`config.mk`:
```
export PLATFORM = sky130hd
export DESIGN_NAME = fifo_host_port
export DESIGN_NICKNAME = d
export VERILOG_FILES = /design/src/rtl/fhp_pkg.sv /design/src/rtl/fhp_win_decode.sv /design/src/rtl/fhp_lane_map.sv /design/src/rtl/fhp_fifo.sv /design/src/rtl/fifo_host_port.sv
export SDC_FILE = /design/constraint.sdc
export NUM_CORES = 1
export LEC_CHECK = 0
export ABC_CLOCK_PERIOD_IN_PS = 5800
export BUFFER_PORTS_ARGS = -buffer_cell sky130_fd_sc_hd__buf_2
export CAP_MARGIN = 20
export CORE_AREA = 2 2 217 219
export DETAILED_ROUTE_END_ITERATION = 6
export DIE_AREA = 0 0 219 221
export HOLD_SLACK_MARGIN = 0.15
export PLACE_DENSITY = 0.81
export SLEW_MARGIN = 25
export SYNTH_ARGS = -nofsm -noshare
export SYNTH_HDL_FRONTEND = slang
export SYNTH_SLANG_ARGS = --single-unit
```
`constraint.sdc`:
```
create_clock -name clk_i -period 5.8 [get_ports clk_i]
set_clock_uncertainty 0.2 [all_clocks]
set_input_delay 1.16 -clock clk_i [delete_from_list [all_inputs] [get_ports clk_i]]
set_output_delay 1.16 -clock clk_i [all_outputs]
set_load 0.005 [all_outputs]
```
`src/rtl/fhp_pkg.sv`:
```
package fhp_pkg;
  typedef enum logic [1:0] {WIN_NONE, WIN_DATA, WIN_PAIR} win_e;
  typedef struct packed {
    logic brk;
    logic frm;
    logic par;
  } rx_tag_t;
  typedef struct packed {
    rx_tag_t    tag;
    logic [7:0] data;
  } rx_ent_t;
endpackage

```
`src/rtl/fhp_win_decode.sv`:
```
module fhp_win_decode
  import fhp_pkg::*;
#(
  parameter int unsigned CHANNEL = 0
) (
  input  logic       req_i,
  input  logic [9:2] addr_i,
  output win_e       win_o
);
  logic own, cfg;
  assign own = (addr_i[9] == 1'(CHANNEL));
  // device register hole, channel zero only
  assign cfg = (CHANNEL == 0) && (addr_i[8:2] >= 7'h20) && (addr_i[8:2] <= 7'h24);

  always_comb begin
    win_o = WIN_NONE;
    if (req_i && own) begin
      if (addr_i[8])  win_o = WIN_PAIR;
      else if (!cfg)  win_o = WIN_DATA;
    end
  end
endmodule

```
`src/rtl/fhp_lane_map.sv`:
```
module fhp_lane_map (
  input  logic [3:0]      be_i,
  output logic [3:0][1:0] slot_o,
  output logic [2:0]      nbytes_o
);
  logic [2:0] acc;
  always_comb begin
    acc = '0;
    for (int l = 0; l < 4; l++) begin
      slot_o[l] = acc[1:0];
      acc = acc + 3'(be_i[l]);
    end
    nbytes_o = acc;
  end
endmodule

```
`src/rtl/fhp_fifo.sv`:
```
module fhp_fifo #(
  parameter int unsigned W        = 8,
  parameter int unsigned DEPTH    = 16,
  parameter int unsigned WR_LANES = 4,
  parameter int unsigned RD_LANES = 1,
  localparam int unsigned AW = $clog2(DEPTH),
  localparam int unsigned CW = AW + 1
) (
  input  logic                         clk_i,
  input  logic                         rst_ni,
  input  logic [2:0]                   push_req_i,
  input  logic [WR_LANES-1:0][W-1:0]   push_data_i,
  input  logic [2:0]                   pop_req_i,
  output logic [RD_LANES-1:0][W-1:0]   head_o,
  output logic [CW-1:0]                cnt_o
);
  logic [W-1:0]  mem [DEPTH];
  logic [CW-1:0] wr_q, rd_q, cnt, free, push_ext, pop_ext, push_g, pop_g;

  assign cnt      = wr_q - rd_q;
  assign free     = CW'(DEPTH) - cnt;
  assign push_ext = CW'(push_req_i);
  assign pop_ext  = CW'(pop_req_i);
  // grants clipped to space / content held at cycle start
  assign push_g   = (push_ext > free) ? free : push_ext;
  assign pop_g    = (pop_ext > cnt) ? cnt : pop_ext;
  assign cnt_o    = cnt;

  always_comb begin
    for (int k = 0; k < RD_LANES; k++)
      head_o[k] = (CW'(k) < cnt) ? mem[AW'(rd_q + CW'(k))] : '0;
  end

  always_ff @(posedge clk_i) begin
    for (int k = 0; k < WR_LANES; k++)
      if (CW'(k) < push_g) mem[AW'(wr_q + CW'(k))] <= push_data_i[k];
  end

  always_ff @(posedge clk_i or negedge rst_ni) begin
    if (!rst_ni) begin
      wr_q <= '0;
      rd_q <= '0;
    end else begin
      wr_q <= wr_q + push_g;
      rd_q <= rd_q + pop_g;
    end
  end

  a_r9_cnt_bound: assert property (@(posedge clk_i) disable iff (!rst_ni)
    cnt_o <= CW'(DEPTH));
  a_r5_empty_holds: assert property (@(posedge clk_i) disable iff (!rst_ni)
    (cnt_o == '0 && push_req_i == '0) |=> cnt_o == '0);
endmodule

```
`src/rtl/fifo_host_port.sv`:
```
module fifo_host_port
  import fhp_pkg::*;
#(
  parameter int unsigned DEPTH   = 16,
  parameter int unsigned CHANNEL = 0,
  localparam int unsigned CW = $clog2(DEPTH) + 1
) (
  input  logic          clk_i,
  input  logic          rst_ni,
  input  logic          req_i,
  input  logic          we_i,
  input  logic [9:2]    addr_i,
  input  logic [3:0]    be_i,
  input  logic [31:0]   wdata_i,
  output logic [31:0]   rdata_o,
  output logic          rvalid_o,
  output logic          err_o,
  output logic          tx_ovf_o,
  input  logic          ovf_clr_i,
  input  logic          tx_pop_i,
  output logic [7:0]    tx_data_o,
  output logic [CW-1:0] tx_count_o,
  input  logic          rx_push_i,
  input  logic [7:0]    rx_data_i,
  input  logic [2:0]    rx_err_i,
  output logic [CW-1:0] rx_count_o
);
  localparam int unsigned EW = $bits(rx_ent_t);

  win_e            win;
  logic [3:0][1:0] slot;
  logic [2:0]      nbytes, pair_n, rx_pop_req;
  logic            tx_wr, rx_rd, pair_rd, pair_bad, ovf_set;
  logic [3:0][7:0] tx_in;
  logic [0:0][7:0] tx_head;
  logic [0:0][EW-1:0] rx_in;
  logic [3:0][EW-1:0] rx_head;
  logic [31:0]     rd_next;

  fhp_win_decode #(.CHANNEL(CHANNEL)) u_dec (
    .req_i(req_i), .addr_i(addr_i), .win_o(win));

  fhp_lane_map u_map (.be_i(be_i), .slot_o(slot), .nbytes_o(nbytes));

  assign tx_wr   = (win == WIN_DATA) && we_i;
  assign rx_rd   = (win == WIN_DATA) && !we_i;
  assign pair_rd = (win == WIN_PAIR) && !we_i;

  always_comb begin
    unique case (be_i)
      4'b0011, 4'b1100: pair_n = 3'd1;
      4'b1111:          pair_n = 3'd2;
      default:          pair_n = 3'd0;
    endcase
  end
  assign pair_bad   = pair_rd && (pair_n == 3'd0);
  assign rx_pop_req = rx_rd ? nbytes : (pair_rd ? pair_n : 3'd0);

  always_comb begin
    tx_in = '0;
    for (int l = 0; l < 4; l++)
      if (be_i[l]) tx_in[slot[l]] = wdata_i[8*l +: 8];
  end

  fhp_fifo #(.W(8), .DEPTH(DEPTH), .WR_LANES(4), .RD_LANES(1)) u_tx (
    .clk_i(clk_i), .rst_ni(rst_ni),
    .push_req_i(tx_wr ? nbytes : 3'd0), .push_data_i(tx_in),
    .pop_req_i({2'b00, tx_pop_i}), .head_o(tx_head), .cnt_o(tx_count_o));

  assign rx_in[0] = {rx_err_i, rx_data_i};

  fhp_fifo #(.W(EW), .DEPTH(DEPTH), .WR_LANES(1), .RD_LANES(4)) u_rx (
    .clk_i(clk_i), .rst_ni(rst_ni),
    .push_req_i({2'b00, rx_push_i}), .push_data_i(rx_in),
    .pop_req_i(rx_pop_req), .head_o(rx_head), .cnt_o(rx_count_o));

  assign tx_data_o = tx_head[0];
  assign ovf_set   = tx_wr && (CW'(nbytes) > (CW'(DEPTH) - tx_count_o));

  function automatic logic [15:0] pair_half(input logic [EW-1:0] raw);
    rx_ent_t e;
    e = rx_ent_t'(raw);
    return {5'b0, e.tag, e.data};
  endfunction

  // heads beyond the fill level read zero, so short reads need no extra masking
  always_comb begin
    rd_next = '0;
    if (rx_rd) begin
      for (int l = 0; l < 4; l++)
        if (be_i[l]) rd_next[8*l +: 8] = rx_head[slot[l]][7:0];
    end else if (pair_rd) begin
      unique case (be_i)
        4'b0011: rd_next[15:0]  = pair_half(rx_head[0]);
        4'b1100: rd_next[31:16] = pair_half(rx_head[0]);
        4'b1111: rd_next        = {pair_half(rx_head[1]), pair_half(rx_head[0])};
        default: ;
      endcase
    end
  end

  always_ff @(posedge clk_i or negedge rst_ni) begin
    if (!rst_ni) begin
      rdata_o  <= '0;
      rvalid_o <= 1'b0;
      err_o    <= 1'b0;
      tx_ovf_o <= 1'b0;
    end else begin
      rdata_o  <= rd_next;
      rvalid_o <= rx_rd || pair_rd;
      err_o    <= pair_bad;
      if (ovf_set)        tx_ovf_o <= 1'b1;
      else if (ovf_clr_i) tx_ovf_o <= 1'b0;
    end
  end

  a_r1_foreign_silent: assert property (@(posedge clk_i) disable iff (!rst_ni)
    (req_i && addr_i[9] != 1'(CHANNEL)) |=> (!rvalid_o && !err_o));
  a_r2_cfg_silent: assert property (@(posedge clk_i) disable iff (!rst_ni)
    (req_i && CHANNEL == 0 && !addr_i[9] && addr_i[8:2] >= 7'h20 && addr_i[8:2] <= 7'h24)
      |=> (!rvalid_o && !err_o));
  a_r3_full_word_push: assert property (@(posedge clk_i) disable iff (!rst_ni)
    (req_i && we_i && addr_i[9] == 1'(CHANNEL) && addr_i[8:2] < 7'h20 && be_i == 4'hF
     && !tx_pop_i && tx_count_o <= CW'(DEPTH - 4))
      |=> tx_count_o == $past(tx_count_o) + CW'(4));
  a_r6_ovf_sticky: assert property (@(posedge clk_i) disable iff (!rst_ni)
    (tx_ovf_o && !ovf_clr_i) |=> tx_ovf_o);
  a_r8_err_zero: assert property (@(posedge clk_i) disable iff (!rst_ni)
    err_o |-> (rvalid_o && rdata_o == '0));
endmodule

```
==> tab_implementation.tex <==
\begin{tabular}{lr}
\hline
Metric & Value \\
\hline
\multicolumn{2}{l}{\textbf{Synthesis}} \\
Sequential area share after synthesis & 43.3\% \\
Async set or reset register ratio after synthesis & 15.3\% \\
Post-synthesis simple-gate area fraction & 9.41\% \\
Post-synthesis share of cell area spent on xor and xnor gates & 1.11\% \\
Compound-gate portion of the synthesized area & 12.4\% \\
Synthesized flop and latch total & 359 \\
Dominant combinational cell family by area after synthesis & multiplexers \\
Post-synth EDFFs & 304 \\
Synth Area in Adders & 3.19\% \\
Mean post-synth cell area & 13.1 µm² \\
Synthesized area & 24300 µm² \\
Top\_reg\_cell synth & sky130\_fd\_sc\_hd\_\_edfxtp\_1 \\
Multiplexer area fraction after synthesis & 27.0\% \\
Post-synthesis cell count & 1851 \\
Netlist cell types & 86 \\
Yosys warnings & 0 \\
\multicolumn{2}{l}{\textbf{STA}} \\
Worst Hold Slack & 297 ps \\
Worst setup margin & 262 ps \\
Maximum clock frequency & 181 MHz \\
Worst Tran Pin Value & 1100 ps \\
Count of endpoints failing hold in the final timing report & 0 \\
Time the worst path needs with I/O delays and setup & 5540 ps \\
Unrepaired setup endpoints after global routing & false \\
Final number of max-transition violations & 0 \\
Fin crit share & 95.5\% \\
Total Negative Setup Slacks & 0 ps \\
Final setup vio count & 0 \\
Tightest slew margin relative to the limit & 26.1\% \\
\multicolumn{2}{l}{\textbf{Floorplan}} \\
Vert. Die Dim & 221 µm \\
Core Footprint & 46100 µm² \\
Effective utilization at floorplan & 52.7\% \\
Placement row count & 79 \\
Count of boundary I/O pins & 115 \\
Chip Width & 219 µm \\
Die footprint & 48400 µm² \\
\multicolumn{2}{l}{\textbf{Detailed routing}} \\
Number of nets with antenna violations after detailed routing & 0 \\
DR DRC count & 0 \\
Aggregate routed wire length & 85100 µm \\
Iteration-0 DRC Markers & 3418 \\
Routed len/inst & 32.1 µm \\
Vias & 19800 \\
Mean number of vias per cell & 7.49 \\
First-pass detailed-route iteration total & 6 \\
\multicolumn{2}{l}{\textbf{Setup path}} \\
CP Max Fanout & 11 \\
Required time of the critical path & 5940 ps \\
Element type at the critical path end & register \\
Data arrival time of the critical path & 5680 ps \\
Startpoint types & register \\
Number of cells on the worst reg-to-reg path & 20 \\
Class of the most critical setup path & register to register \\
\multicolumn{2}{l}{\textbf{Placement}} \\
Final weighted congestion of routability-driven global placement & 1.07 \\
I/O Buffers & 114 \\
Post-detailed-placement half-perimeter wirelength & 58900 µm \\
Inst Count DP & 2577 \\
Pre-CTS worst setup slack & 29.6 ps \\
Placement-stage cell area & 26200 µm² \\
\multicolumn{2}{l}{\textbf{Clock network}} \\
Clock sink total & 359 \\
Buffer levels on the longest clock path & 3 \\
CTS tree & built \\
H-tree Lvls & 2 \\
Clock insertion delay at the later pin of the skew report & 610 ps \\
Root buffer selected by CTS & sky130\_fd\_sc\_hd\_\_clkbuf\_16 \\
Post-CTS clock slew at the launch and capture registers of the worst setup and hold paths & 60 ps \\
Number of clock buffers inserted by TritonCTS & 40 \\
\multicolumn{2}{l}{\textbf{Finish}} \\
Area occupied by registers & 10500 µm² \\
Area growth from synthesis to final layout & 14.0\% \\
Combined area of the multi-input logic cells & 13100 µm² \\
Share of cells above drive strength 1 & 31.8\% \\
Core Util, Final & 60.1\% \\
Layout filler cell count & 3404 \\
Post-Layout Cell Count & 2651 \\
Final Instance Area & 27700 µm² \\
Number of nets at the end of the flow & 2132 \\
\multicolumn{2}{l}{\textbf{Worst hold path}} \\
WHS Path Cells & 1 \\
HP Class & register to register \\
\multicolumn{2}{l}{\textbf{Power}} \\
Final Total Pwr & 15.8 mW \\
Leak Pwr & 10.6 nW \\
Power density cells & 572 nW/µm² \\
Peak VDD IR & 0.000550 V \\
\multicolumn{2}{l}{\textbf{Global routing}} \\
Pin count of the biggest net entering global routing & 59 \\
Wire length of the first global-routing pass & 126000 µm \\
Via count of the first global-routing pass & 19600 \\
Initial antenna violation count & 6 \\
Leftover overflow at the end of global routing & 0 \\
Aggregate global-route resource usage & 35.2\% \\
\multicolumn{2}{l}{\textbf{Job}} \\
Number of max-cap violations & 0 \\
\multicolumn{2}{l}{\textbf{Run status}} \\
Result of the run & completed \\
\hline
\end{tabular}
kinds of logic (layout without fill, tap and decap cells):
kind of cell,Yosys count,in the layout
AO/OA/AOI/OAI,405,405
XOR/XNOR,29,29
adder cells (fa/ha/maj),57,57
buffers and inverters,201,382
flip-flops,359,359
multiplexers,365,365
other,2,14
AND/OR/NAND/NOR,433,433
timing repair:
item / 4_1_cts / 5_1_grt
resized for setup: 0 / 1
hold buffers: 0 / 0
endpoints found under the setup margin: 0 / 16
setup buffers: 0 / 1
synthesized netlist by cell type (all sizes together) (17+ instances only):
cell type,count,area (µm²)
a21o,24,180
nor2b,49,329
a21oi,52,275
mux2i,123,1230
dfrtp,55,1380
nor4,17,215
mux4,230,5180
xnor2,21,184
buf,57,329
a31oi,32,236
ha,49,613
a221oi,68,608
o211ai,25,188
inv,53,201
a22oi,24,180
nor2,160,603
o221ai,29,254
o21ai,64,324
clkbuf,87,330
nand2,97,364
edfxtp,304,9130
nor3,25,163
where the power goes:
group | switching (mW) | internal [mW] | total [mW] | leakage, nW
sequential | 0.318 | 3.26 | 3.58 | 3.47
combinational | 5.50 | 4.06 | 9.56 | 6.43
clock | 1.12 | 1.59 | 2.70 | 0.674
total | 6.93 | 8.91 | 15.8 | 10.6
worst paths after layout:
path	slack (ps)	start	endpoint
min reg2reg	300	u_rx.wr_q[4]	u_rx.wr_q[4]
min	300	u_rx.wr_q[4]	u_rx.wr_q[4]
max	260	u_tx.wr_q[0]	u_tx.mem[3][7]
max reg2reg	260	u_tx.wr_q[0]	u_tx.mem[3][7]
min in group asynchronous	540	rst_ni	rdata_o[28]
max in group asynchronous	4270	rst_ni	u_rx.rd_q[2]
cell usage in the layout (no fill, tap or decap), types with 12 or more instances in the layout:
master,n
sky130_fd_sc_hd__edfxtp_1,304
sky130_fd_sc_hd__mux4_2,230
sky130_fd_sc_hd__nor2_1,157
sky130_fd_sc_hd__buf_4,140
sky130_fd_sc_hd__mux2i_1,122
sky130_fd_sc_hd__buf_2,114
sky130_fd_sc_hd__nand2_1,97
sky130_fd_sc_hd__a221oi_1,66
sky130_fd_sc_hd__inv_1,51
sky130_fd_sc_hd__o21ai_0,51
sky130_fd_sc_hd__dfrtp_1,51
sky130_fd_sc_hd__ha_1,48
sky130_fd_sc_hd__nor2b_1,45
sky130_fd_sc_hd__a21oi_1,45
sky130_fd_sc_hd__clkbuf_16,41
sky130_fd_sc_hd__a31oi_1,29
sky130_fd_sc_hd__o221ai_1,29
sky130_fd_sc_hd__o211ai_1,25
sky130_fd_sc_hd__a21o_1,24
sky130_fd_sc_hd__a22oi_1,24
sky130_fd_sc_hd__xnor2_1,20
sky130_fd_sc_hd__or3_1,14
sky130_fd_sc_hd__and3_1,13
sky130_fd_sc_hd__mux2_2,12
critical path, stage by stage, from the launching register on:
cell and delay (ps):
sky130_fd_sc_hd__dfrtp_1 500, sky130_fd_sc_hd__inv_1 280, sky130_fd_sc_hd__ha_1 220, sky130_fd_sc_hd__inv_1 60, sky130_fd_sc_hd__fa_1 560, sky130_fd_sc_hd__inv_1 90
sky130_fd_sc_hd__ha_1 220, sky130_fd_sc_hd__xnor2_1 350, sky130_fd_sc_hd__inv_1 160, sky130_fd_sc_hd__ha_1 350, sky130_fd_sc_hd__nand3_1 100, sky130_fd_sc_hd__o21a_1 170
sky130_fd_sc_hd__o2111ai_1 160, sky130_fd_sc_hd__or2_1 300, sky130_fd_sc_hd__buf_4 170, sky130_fd_sc_hd__a31oi_4 200, sky130_fd_sc_hd__inv_4 140, sky130_fd_sc_hd__nand3_2 100
sky130_fd_sc_hd__nor2b_1 550, sky130_fd_sc_hd__o21ai_0 200, sky130_fd_sc_hd__buf_4 220
state kept, by name, summed over array words and instances (netlist names):
| register | count |
|---|---|
| u_rx.wr_q | 5 |
| u_tx.mem | 128 |
| u_tx.rd_q | 5 |
| u_rx.rd_q | 5 |
| rdata_o | 32 |
| u_tx.wr_q | 5 |
| err_o | 1 |
| u_rx.mem | 176 |
| tx_ovf_o | 1 |
| rvalid_o | 1 |
per-layer routing:
metal	GRT usage [%]	wire, µm
met1	43.7	27900
met2	54.5	39000
met3	12.2	12600
met4	17.9	5580
met5	0	58
cell type report:
| cell class | count | share of cell area [%] |
|---|---|---|
| Antenna cell | 4 | 0.0362 |
| Clock buffer | 48 | 3.84 |
| Clock inverter | 21 | 1.17 |
| Inverter | 57 | 0.782 |
| Multi-Input combinational cell | 1299 | 47.4 |
| Sequential cell | 359 | 38.0 |
| Tap cell | 607 | 2.75 |
| Timing Repair Buffer | 256 | 5.97 |
Note: power is estimated with default switching activity, not from simulation.
